`src/rtl/gpx_pkg.sv`:
```
package gpx_pkg;
    localparam int NBANK  = 2;
    localparam int BANK_W = 8;
    localparam int NPIN   = NBANK * BANK_W;
    localparam int IDX_W  = 5;

    localparam logic [IDX_W-1:0] IDX_IN   = 5'd0;
    localparam logic [IDX_W-1:0] IDX_OUT  = 5'd2;
    localparam logic [IDX_W-1:0] IDX_POL  = 5'd4;
    localparam logic [IDX_W-1:0] IDX_DIR  = 5'd6;
    localparam logic [IDX_W-1:0] IDX_DRV0 = 5'd8;
    localparam logic [IDX_W-1:0] IDX_DRV1 = 5'd10;
    localparam logic [IDX_W-1:0] IDX_LEN  = 5'd12;
    localparam logic [IDX_W-1:0] IDX_PEN  = 5'd14;
    localparam logic [IDX_W-1:0] IDX_PSEL = 5'd16;
    localparam logic [IDX_W-1:0] IDX_MASK = 5'd18;
    localparam logic [IDX_W-1:0] IDX_STAT = 5'd20;
    localparam logic [IDX_W-1:0] IDX_MODE = 5'd22;

    typedef logic [NBANK-1:0][BANK_W-1:0]   bank_byte_t;
    typedef logic [NBANK-1:0][2*BANK_W-1:0] bank_drv_t;

    typedef struct packed {
        bank_byte_t        outv;
        bank_byte_t        pol;
        bank_byte_t        dir;
        bank_byte_t        len;
        bank_byte_t        pen;
        bank_byte_t        psel;
        bank_byte_t        mask;
        bank_drv_t         drv;
        logic [NBANK-1:0]  od;
    } regs_t;
endpackage

```
`src/rtl/gpx_sync.sv`:
```
module gpx_sync #(
    parameter int W      = 16,
    parameter int STAGES = 2
) (
    input  logic         clk,
    input  logic         rst_n,
    input  logic [W-1:0] din,
    output logic [W-1:0] dout
);
    logic [STAGES-1:0][W-1:0] st_d, st_q;

    always_comb begin
        st_d[0] = din;
        for (int s = 1; s < STAGES; s++) begin
            st_d[s] = st_q[s-1];
        end
    end

    always_ff @(posedge clk or negedge rst_n) begin
        if (!rst_n) st_q <= '0;
        else        st_q <= st_d;
    end

    assign dout = st_q[STAGES-1];
endmodule

```
`src/rtl/gpx_bank_input.sv`:
```
module gpx_bank_input #(
    parameter int W = 8
) (
    input  logic         clk,
    input  logic         rst_n,
    input  logic [W-1:0] live,
    input  logic [W-1:0] latch_en,
    input  logic [W-1:0] mask,
    input  logic         rd_clr,
    output logic [W-1:0] view,
    output logic [W-1:0] status
);
    typedef struct packed {
        logic [W-1:0] snap;
        logic [W-1:0] lat;
        logic [W-1:0] latv;
    } st_t;

    st_t st_d, st_q;
    logic [W-1:0] chg, pend;

    always_comb begin
        st_d = st_q;
        for (int i = 0; i < W; i++) begin
            chg[i]  = live[i] ^ st_q.snap[i];
            pend[i] = chg[i] | (latch_en[i] & st_q.lat[i]);
            view[i] = (latch_en[i] & st_q.lat[i]) ? st_q.latv[i] : live[i];
            st_d.lat[i]  = latch_en[i] & (st_q.lat[i] | chg[i]);
            st_d.latv[i] = st_q.lat[i] ? st_q.latv[i] : live[i];
        end
        if (rd_clr) begin
            st_d.snap = live;
            st_d.lat  = '0;
            st_d.latv = live;
        end
        status = pend & ~mask;
    end

    always_ff @(posedge clk or negedge rst_n) begin
        if (!rst_n) st_q <= '0;
        else        st_q <= st_d;
    end


    latch_hold_chk: assert property (@(posedge clk) disable iff (!rst_n)
        !rd_clr |=> ((st_q.lat & $past(st_q.lat & latch_en)) == $past(st_q.lat & latch_en)));


    read_clear_chk: assert property (@(posedge clk) disable iff (!rst_n)
        rd_clr |=> (st_q.lat == '0));
endmodule

```
`src/rtl/gpx_pad_drive.sv`:
```
module gpx_pad_drive #(
    parameter int W = 8
) (
    input  logic [W-1:0] dir,
    input  logic [W-1:0] outv,
    input  logic         od,
    output logic [W-1:0] pad_out,
    output logic [W-1:0] pad_oe
);
    always_comb begin
        for (int i = 0; i < W; i++) begin
            pad_oe[i]  = ~dir[i] & (~od | ~outv[i]);
            pad_out[i] = od ? 1'b0 : outv[i];
        end
    end
endmodule

```
`src/rtl/gpio_expander_core.sv`:
```
module gpio_expander_core
    import gpx_pkg::*;
#(
    parameter int SYNC_STAGES = 2
) (
    input  logic              clk,
    input  logic              rst_n,
    input  logic [IDX_W-1:0]  reg_idx,
    input  logic              reg_wr,
    input  logic              reg_rd,
    input  logic [7:0]        reg_wdata,
    output logic [7:0]        reg_rdata,
    input  logic [NPIN-1:0]   pin_in,
    output logic [NPIN-1:0]   pad_out,
    output logic [NPIN-1:0]   pad_oe,
    output logic [NPIN-1:0]   pad_pull_en,
    output logic [NPIN-1:0]   pad_pull_up,
    output logic [2*NPIN-1:0] pad_drive,
    output logic              irq_pull_low
);
    regs_t regs_d, regs_q;
    logic [NPIN-1:0] sync_pins;
    bank_byte_t live, view, status;
    logic [NBANK-1:0] rd_clr;
    logic [IDX_W-1:0] base;
    logic bsel;

    assign base = {reg_idx[IDX_W-1:1], 1'b0};
    assign bsel = reg_idx[0];

    gpx_sync #(.W(NPIN), .STAGES(SYNC_STAGES)) u_sync (
        .clk(clk), .rst_n(rst_n), .din(pin_in), .dout(sync_pins)
    );

    for (genvar b = 0; b < NBANK; b++) begin : g_bank
        assign live[b]   = sync_pins[b*BANK_W +: BANK_W] ^ regs_q.pol[b];
        assign rd_clr[b] = reg_rd && (reg_idx == IDX_IN + IDX_W'(b));

        gpx_bank_input #(.W(BANK_W)) u_in (
            .clk(clk), .rst_n(rst_n), .live(live[b]), .latch_en(regs_q.len[b]),
            .mask(regs_q.mask[b]), .rd_clr(rd_clr[b]), .view(view[b]),
            .status(status[b])
        );

        gpx_pad_drive #(.W(BANK_W)) u_pad (
            .dir(regs_q.dir[b]), .outv(regs_q.outv[b]), .od(regs_q.od[b]),
            .pad_out(pad_out[b*BANK_W +: BANK_W]), .pad_oe(pad_oe[b*BANK_W +: BANK_W])
        );
    end

    always_comb begin
        regs_d = regs_q;
        if (reg_wr) begin
            case (base)
                IDX_OUT:  regs_d.outv[bsel] = reg_wdata;
                IDX_POL:  regs_d.pol[bsel]  = reg_wdata;
                IDX_DIR:  regs_d.dir[bsel]  = reg_wdata;
                IDX_LEN:  regs_d.len[bsel]  = reg_wdata;
                IDX_PEN:  regs_d.pen[bsel]  = reg_wdata;
                IDX_PSEL: regs_d.psel[bsel] = reg_wdata;
                IDX_MASK: regs_d.mask[bsel] = reg_wdata;
                IDX_DRV0, IDX_DRV1:
                    regs_d.drv[reg_idx[1]][{reg_idx[0], 3'b000} +: 8] = reg_wdata;
                IDX_MODE: if (!bsel) regs_d.od = reg_wdata[NBANK-1:0];
                default: ;
            endcase
        end
    end

    always_comb begin
        reg_rdata = '0;
        case (base)
            IDX_IN:   reg_rdata = view[bsel];
            IDX_OUT:  reg_rdata = regs_q.outv[bsel];
            IDX_POL:  reg_rdata = regs_q.pol[bsel];
            IDX_DIR:  reg_rdata = regs_q.dir[bsel];
            IDX_LEN:  reg_rdata = regs_q.len[bsel];
            IDX_PEN:  reg_rdata = regs_q.pen[bsel];
            IDX_PSEL: reg_rdata = regs_q.psel[bsel];
            IDX_MASK: reg_rdata = regs_q.mask[bsel];
            IDX_STAT: reg_rdata = status[bsel];
            IDX_DRV0, IDX_DRV1:
                reg_rdata = regs_q.drv[reg_idx[1]][{reg_idx[0], 3'b000} +: 8];
            IDX_MODE: if (!bsel) reg_rdata = {{(8-NBANK){1'b0}}, regs_q.od};
            default: ;
        endcase
    end

    always_ff @(posedge clk or negedge rst_n) begin
        if (!rst_n) begin
            regs_q      <= '0;
            regs_q.dir  <= '1;
            regs_q.mask <= '1;
        end else begin
            regs_q <= regs_d;
        end
    end

    assign pad_pull_en  = regs_q.pen;
    assign pad_pull_up  = regs_q.psel;
    assign pad_drive    = regs_q.drv;
    assign irq_pull_low = |status;


    dir_default_chk: assert property (@(posedge clk) disable iff (!rst_n)
        $rose(rst_n) |-> (regs_q.dir == '1 && pad_oe == '0));


    mask_default_chk: assert property (@(posedge clk) disable iff (!rst_n)
        $rose(rst_n) |-> (regs_q.mask == '1 && !irq_pull_low));


    masked_quiet_chk: assert property (@(posedge clk) disable iff (!rst_n)
        (status & regs_q.mask) == '0);


    oe_only_output_chk: assert property (@(posedge clk) disable iff (!rst_n)
        (pad_oe & regs_q.dir) == '0);


    od_no_high_chk: assert property (@(posedge clk) disable iff (!rst_n)
        ((pad_oe & pad_out & {{BANK_W{regs_q.od[1]}}, {BANK_W{regs_q.od[0]}}}) == '0));
endmodule

```
`config.mk`:
```
export PLATFORM = sky130hd
export DESIGN_NAME = gpio_expander_core
export DESIGN_NICKNAME = d
export VERILOG_FILES = /design/src/rtl/gpx_pkg.sv /design/src/rtl/gpx_sync.sv /design/src/rtl/gpx_bank_input.sv /design/src/rtl/gpx_pad_drive.sv /design/src/rtl/gpio_expander_core.sv
export SDC_FILE = /design/constraint.sdc
export NUM_CORES = 1
export LEC_CHECK = 0
export ABC_AREA = 1
export BUFFER_PORTS_ARGS = -buffer_cell sky130_fd_sc_hd__buf_2
export CAP_MARGIN = 0
export CORE_AREA = 3 3 159 161
export CTS_CLUSTER_SIZE = 30
export DETAILED_ROUTE_END_ITERATION = 8
export DIE_AREA = 0 0 162 164
export GPL_TIMING_DRIVEN = 1
export PLACE_DENSITY_LB_ADDON = 0.08
export SLEW_MARGIN = 20
export SYNTH_ARGS = -nofsm -noshare
export SYNTH_HDL_FRONTEND = slang
export SYNTH_HIERARCHICAL = 1
export SYNTH_SLANG_ARGS = --single-unit
export TNS_END_PERCENT = 30
```
`constraint.sdc`:
```
create_clock -name clk -period 2.28 [get_ports clk]
set_input_delay 0.456 -clock clk [delete_from_list [all_inputs] [get_ports clk]]
set_output_delay 0.456 -clock clk [all_outputs]
set_load 0.01 [all_outputs]
```
After elaboration in Yosys (flattened, before gate mapping)
Index checks and enable logic that the tools add are counted.
- flip-flop bits (word level): 226
- bits of input ports: 33
- output and inout port bits: 105
- word-level logic and storage cells: 329
- $add $sub $neg: 1
- $lt $le $gt $ge: 4
- equality and inequality tests: 28
- shift-type cells: 3
- muxes and demuxes: 84
- bitwise operators: 153
- reductions and logical operators: 17
- operator list (kind ; count):
    $mux W8 ; 19
    $bwmux W16 ; 7
    $pmux W8 S11 ; 1
    $mux W16 ; 5
    $and A1 B1 Y1 ; 48
    $mux W1 ; 48
    $or A1 B1 Y1 ; 48
    $not A1 Y1 ; 35
    $bwmux W32 ; 1
    $ne A2 B1 Y1 const B ; 16
    $and A8 B8 Y8 ; 2
    $demux W16 S1 ; 1
    $eq A4 B3 Y1 const B ; 4
    $eq A4 B4 Y1 const B ; 4
    $not A8 Y8 ; 2
    $reduce_and A2 Y1 ; 8
    $reduce_or A16 Y1 ; 1
    $shift A8 B6 Y16 const A ; 1
    $shiftx A16 B5 Y8 ; 1
    $shiftx A8 B6 Y16 ; 1
    $xor A1 B1 Y1 ; 16
    $xor A8 B8 Y8 ; 2
    $logic_not A5 Y1 ; 2
    $demux W8 S1 ; 1
    10 further kinds ; 16

Longest topological paths before layout
- depth in word-level cells: 7
- gate-level depth with buffers: 12
- mapped depth without buffers: 12

Modules after synthesis
The synthesis kept the hierarchy.
- modules (own cells, without submodules) (module ; times used ; cells each ; area an instance (um^2) ; sequential area each (um^2)):
    gpio_expander_core ; 1 ; 1036 ; 7846.3 ; 3693.5
    gpx_bank_input ; 2 ; 212 ; 1376.3 ; 600.6
    gpx_sync ; 1 ; 32 ; 800.8 ; 800.8
    gpx_pad_drive ; 2 ; 26 ; 148.9 ; 0.0

Worst setup path before layout
OpenSTA, ideal clock, no wires.
- path type: input-to-output
- start: input port reg_idx[1]
- end: output port reg_rdata[2]
- arrival: 1542 ps
- data required time: 1824 ps
- slack: 282 ps
- cell stages on the path: 7
- path buffers: 3
- cell sequence: buf_2 -> buf_2 -> buf_1 -> nand3_1 -> a21oi_1 -> nor2_1 -> nand3_1
- word-level cells in the longest chain between the ends: 4
- elaborated cells on any way between the ends: 17
- classes of those cells: eq/ne (11); shift (1); mux (3); reduce/logical (2)
- ends and longest elaborated chain (element ; RTL line ; source):
    from (decl) ; gpio_expander_core.sv:8 ; input logic [IDX_W-1:0] reg_idx,
    $mux W16 (not written as such) (2 in a row) ; gpio_expander_core.sv:83 ; reg_rdata = regs_q.drv[reg_idx[1]][{reg_idx[0], 3'b000} +: 8];
    $shiftx A16 B5 Y8 ; gpio_expander_core.sv:83 ;
    $pmux W8 S11 * ; gpio_expander_core.sv:72 ; case (base)
    to (decl) ; gpio_expander_core.sv:12 ; output logic [7:0] reg_rdata,
Every way passes the cells marked *; elsewhere a longest branch is shown, timed or not. The select of a mux whose other input is x is not followed.

==> results.json <==
{
  "synth.most_common_cell": "nand2_1",
  "cts_sinks": 226,
  "drtIter0Drc": 868,
  "start_kind": "flip-flop",
  "drtPass1Iterations": 7,
  "grt-ovfl-total": 0,
  "vias_per_cell": 5.15,
  "grt_usage": 0.274,
  "post_drt_wl_per_cell_um": 18.1,
  "core-area_mm2": 0.0241,
  "worstPathRequired_ns": 1.82,
  "n_antenna_cell": 0,
  "synth.top_cells.by_area": "dfrtp_1, nand2_1, o21ai_0",
  "crit_path_start": "u_sync/dout[0]",
  "async_flop_share": 1.00,
  "fmax_mhz": 377,
  "die_y_um": 164,
  "finClkSkew_ns": 0.0134,
  "multiInputGateArea_mm2": 0.00471,
  "grt_pass1_vias": 9894,
  "violations": "setup timing",
  "rows": 57,
  "maxCapViolations": 0,
  "grt_pass1_wl_um": 56100,
  "dieArea_mm2": 0.0266,
  "fill_cells": 2304,
  "worst_slack_ns": -0.375,
  "r2r_slack_ns": 1.11,
  "clockBufferDepth": 3,
  "ant_nets": 0,
  "start_util": 0.485,
  "r2r-end": "g_bank[1].u_in/st_q[8]",
  "outcome": "finished, violations left",
  "antenna_found_initial": 0,
  "synth-seq-area-share": 0.487,
  "p_leak_nw": 7.28,
  "place_congestion": 1.04,
  "maxSlewHeadroom": 0.517,
  "arrival_ns": 2.20,
  "synthFlopType": "dfrtp_1",
  "seqCellArea_mm2": 0.00570,
  "worstSetupEndpointType": "primary output",
  "endpoint": "reg_rdata[0]",
  "grt_max_degree": 70,
  "final_max_slew_viol_count": 0,
  "r2r-start": "regs_q[122]",
  "clkTransAtPathRegs_ns": 0.06,
  "clock_latency_ns": 0.53,
  "synth_common_cells": "nand2_1, inv_1, dfrtp_1",
  "vdd_drop_max_uv": 686,
  "hp-class": "in2reg",
  "worst_pin_slew_ns": 0.717,
  "syn_avg_cell_area_um2": 7.58,
  "dpl.hpwl_um": 26100,
  "syn_nets": 1577,
  "crit_fanout": 4,
  "synth_edf_count": 0,
  "cts_tree": "done",
  "ys_ff_latch": 226,
  "hold_violations": 0,
  "synthCells": 1544,
  "p_per_area_mw_per_mm2": 972,
  "route.detailed.drc": 0,
  "synth_top_area_share": 0.415,
  "htreeDepth": 1,
  "ctsRootBufferMaster": "clkbuf_16",
  "rr_worst_depth": 8,
  "final.min_clock_period_ns": 2.65,
  "drive_above_1_share": 0.226,
  "yosys.area.top_type": "dfrtp_1",
  "portBuffers": 137,
  "ys_types": 30,
  "period_share": 1.16,
  "rsz0062_at_grt": "true",
  "die_w_um": 162,
  "fin_nets": 1694,
  "setup-tns-final_ns": -3.11,
  "crit_type": "reg2out",
  "ios": 138,
  "area_growth_pct": 17.7,
  "finalPower_mw": 13.4,
  "setup_viol": 9,
  "cts_buffers": 25,
  "fin_hold_ws_ns": 0.0233,
  "synth_area_mm2": 0.0117,
  "whs_path_depth": 1,
  "routed_wl_um": 36300,
  "ys_warn_count": 6,
  "num_vias": 10300
}
==> what timing repair did <==
action | in CTS | in global routing
endpoints found under the setup margin | 9 | 9
hold buffers | 1 | 0
pin swaps | 25 | 29
setup buffers | 11 | 3
hold endpoints to repair | 62 | 0
resized for setup | 49 | 24
==> metrics by stage <==
| step | util | area [um2] | worst slack (ns) | cells |
|---|---|---|---|---|
| global placement | 0.520 | 12500 | -0.0655 | 1943 |
| global route | 0.571 | 13800 | -0.500 | 2003 |
| CTS | 0.567 | 13700 | -0.365 | 2000 |
| floorplan | - | 11700 | 0.282 | 1544 |
| finish | 0.571 | 13800 | -0.375 | 2003 |
| detailed placement | 0.520 | 12500 | -0.0408 | 1943 |
==> final cells by class <==
type	instances	share of cell area
clock buffer	40	0.0539
timing repair buffer	209	0.0974
multi-input combinational	988	0.342
tap	324	0.0294
clock inverter	5	0.00609
inverter	211	0.0577
sequential	226	0.414
==> critical path, stage by stage, from the launching register on <==
cell and delay (ns):
dfrtp_1 0.40, xor2_2 0.20, buf_4 0.14, nand2_1 0.05, o21ai_0 0.12, nand2_1 0.15, nand2_1 0.10, nand2_1 0.08
nand2_1 0.05, nor2_1 0.10, nand3_1 0.13, buf_2 0.17
==> registers in the layout, indices dropped and copies added (netlist names) <==
register          count
g_bank.u_in/st_q     48
pad_drive            32
pad_pull_en          16
u_sync/st_d          16
regs_q               82
pad_pull_up          16
u_sync/dout          16
==> layout by cell type, fill, tap and decap left out, drive strengths merged <==
cell type,synthesis,layout
inv,209,210
nor4,4,4
nand2,577,577
buf,94,208
nand3,52,52
dfrtp,194,194
nor2,71,71
o21a,1,1
dlygate4sd3,0,1
o22ai,40,40
bufinv,0,2
clkbuf,25,40
xor2,16,16
clkinv,2,2
nor3,3,3
o21ai,193,193
clkinvlp,0,2
a21oi,30,30
nand4,1,1
dfstp,32,32
==> cells by family (layout without fill, tap and decap cells) <==
kind of cell | Yosys count | in the layout | share of synthesized area
simple gates | 708 | 708 | 0.245
buf+inv | 330 | 465 | 0.136
compound gates | 264 | 264 | 0.120
flops | 226 | 226 | 0.487
xor+xnor | 16 | 16 | 0.0120
==> per-layer routing <==
metal | global-route usage | wire, um | up-vias | share of wire
met5 | 0 | 0 | - | 0
met4 | 0.116 | 1650 | 0 | 0.045
met3 | 0.0421 | 2680 | 83 | 0.074
met2 | 0.423 | 16100 | 398 | 0.44
met1 | 0.386 | 15900 | 4877 | 0.44
li1 | - | - | 4964 | -
==> where the power goes <==
group / leakage [nW] / internal [mW] / switching (mW) / total (mW)
registers: 2.71 / 4.93 / 0.665 / 5.59
logic: 4.17 / 1.41 / 2.30 / 3.70
clock network: 0.395 / 2.45 / 1.64 / 4.09
total: 7.28 / 8.78 / 4.60 / 13.4
==> worst min-delay path by stage <==
stage / from / endpoint / slack (ns)
after floorplan: rst_n / g_bank[0].u_in/st_q[0] / 0.16
after global placement: u_sync/st_d[24] / u_sync/dout[8] / 0.33
after detailed placement: u_sync/st_d[26] / u_sync/dout[10] / 0.33
after CTS: pin_in[10] / u_sync/st_d[26] / 0.01
after global routing: pin_in[14] / u_sync/st_d[30] / 0.007
final: pin_in[12] / u_sync/st_d[28] / 0.02
Note: power is estimated with default switching activity, not from simulation.
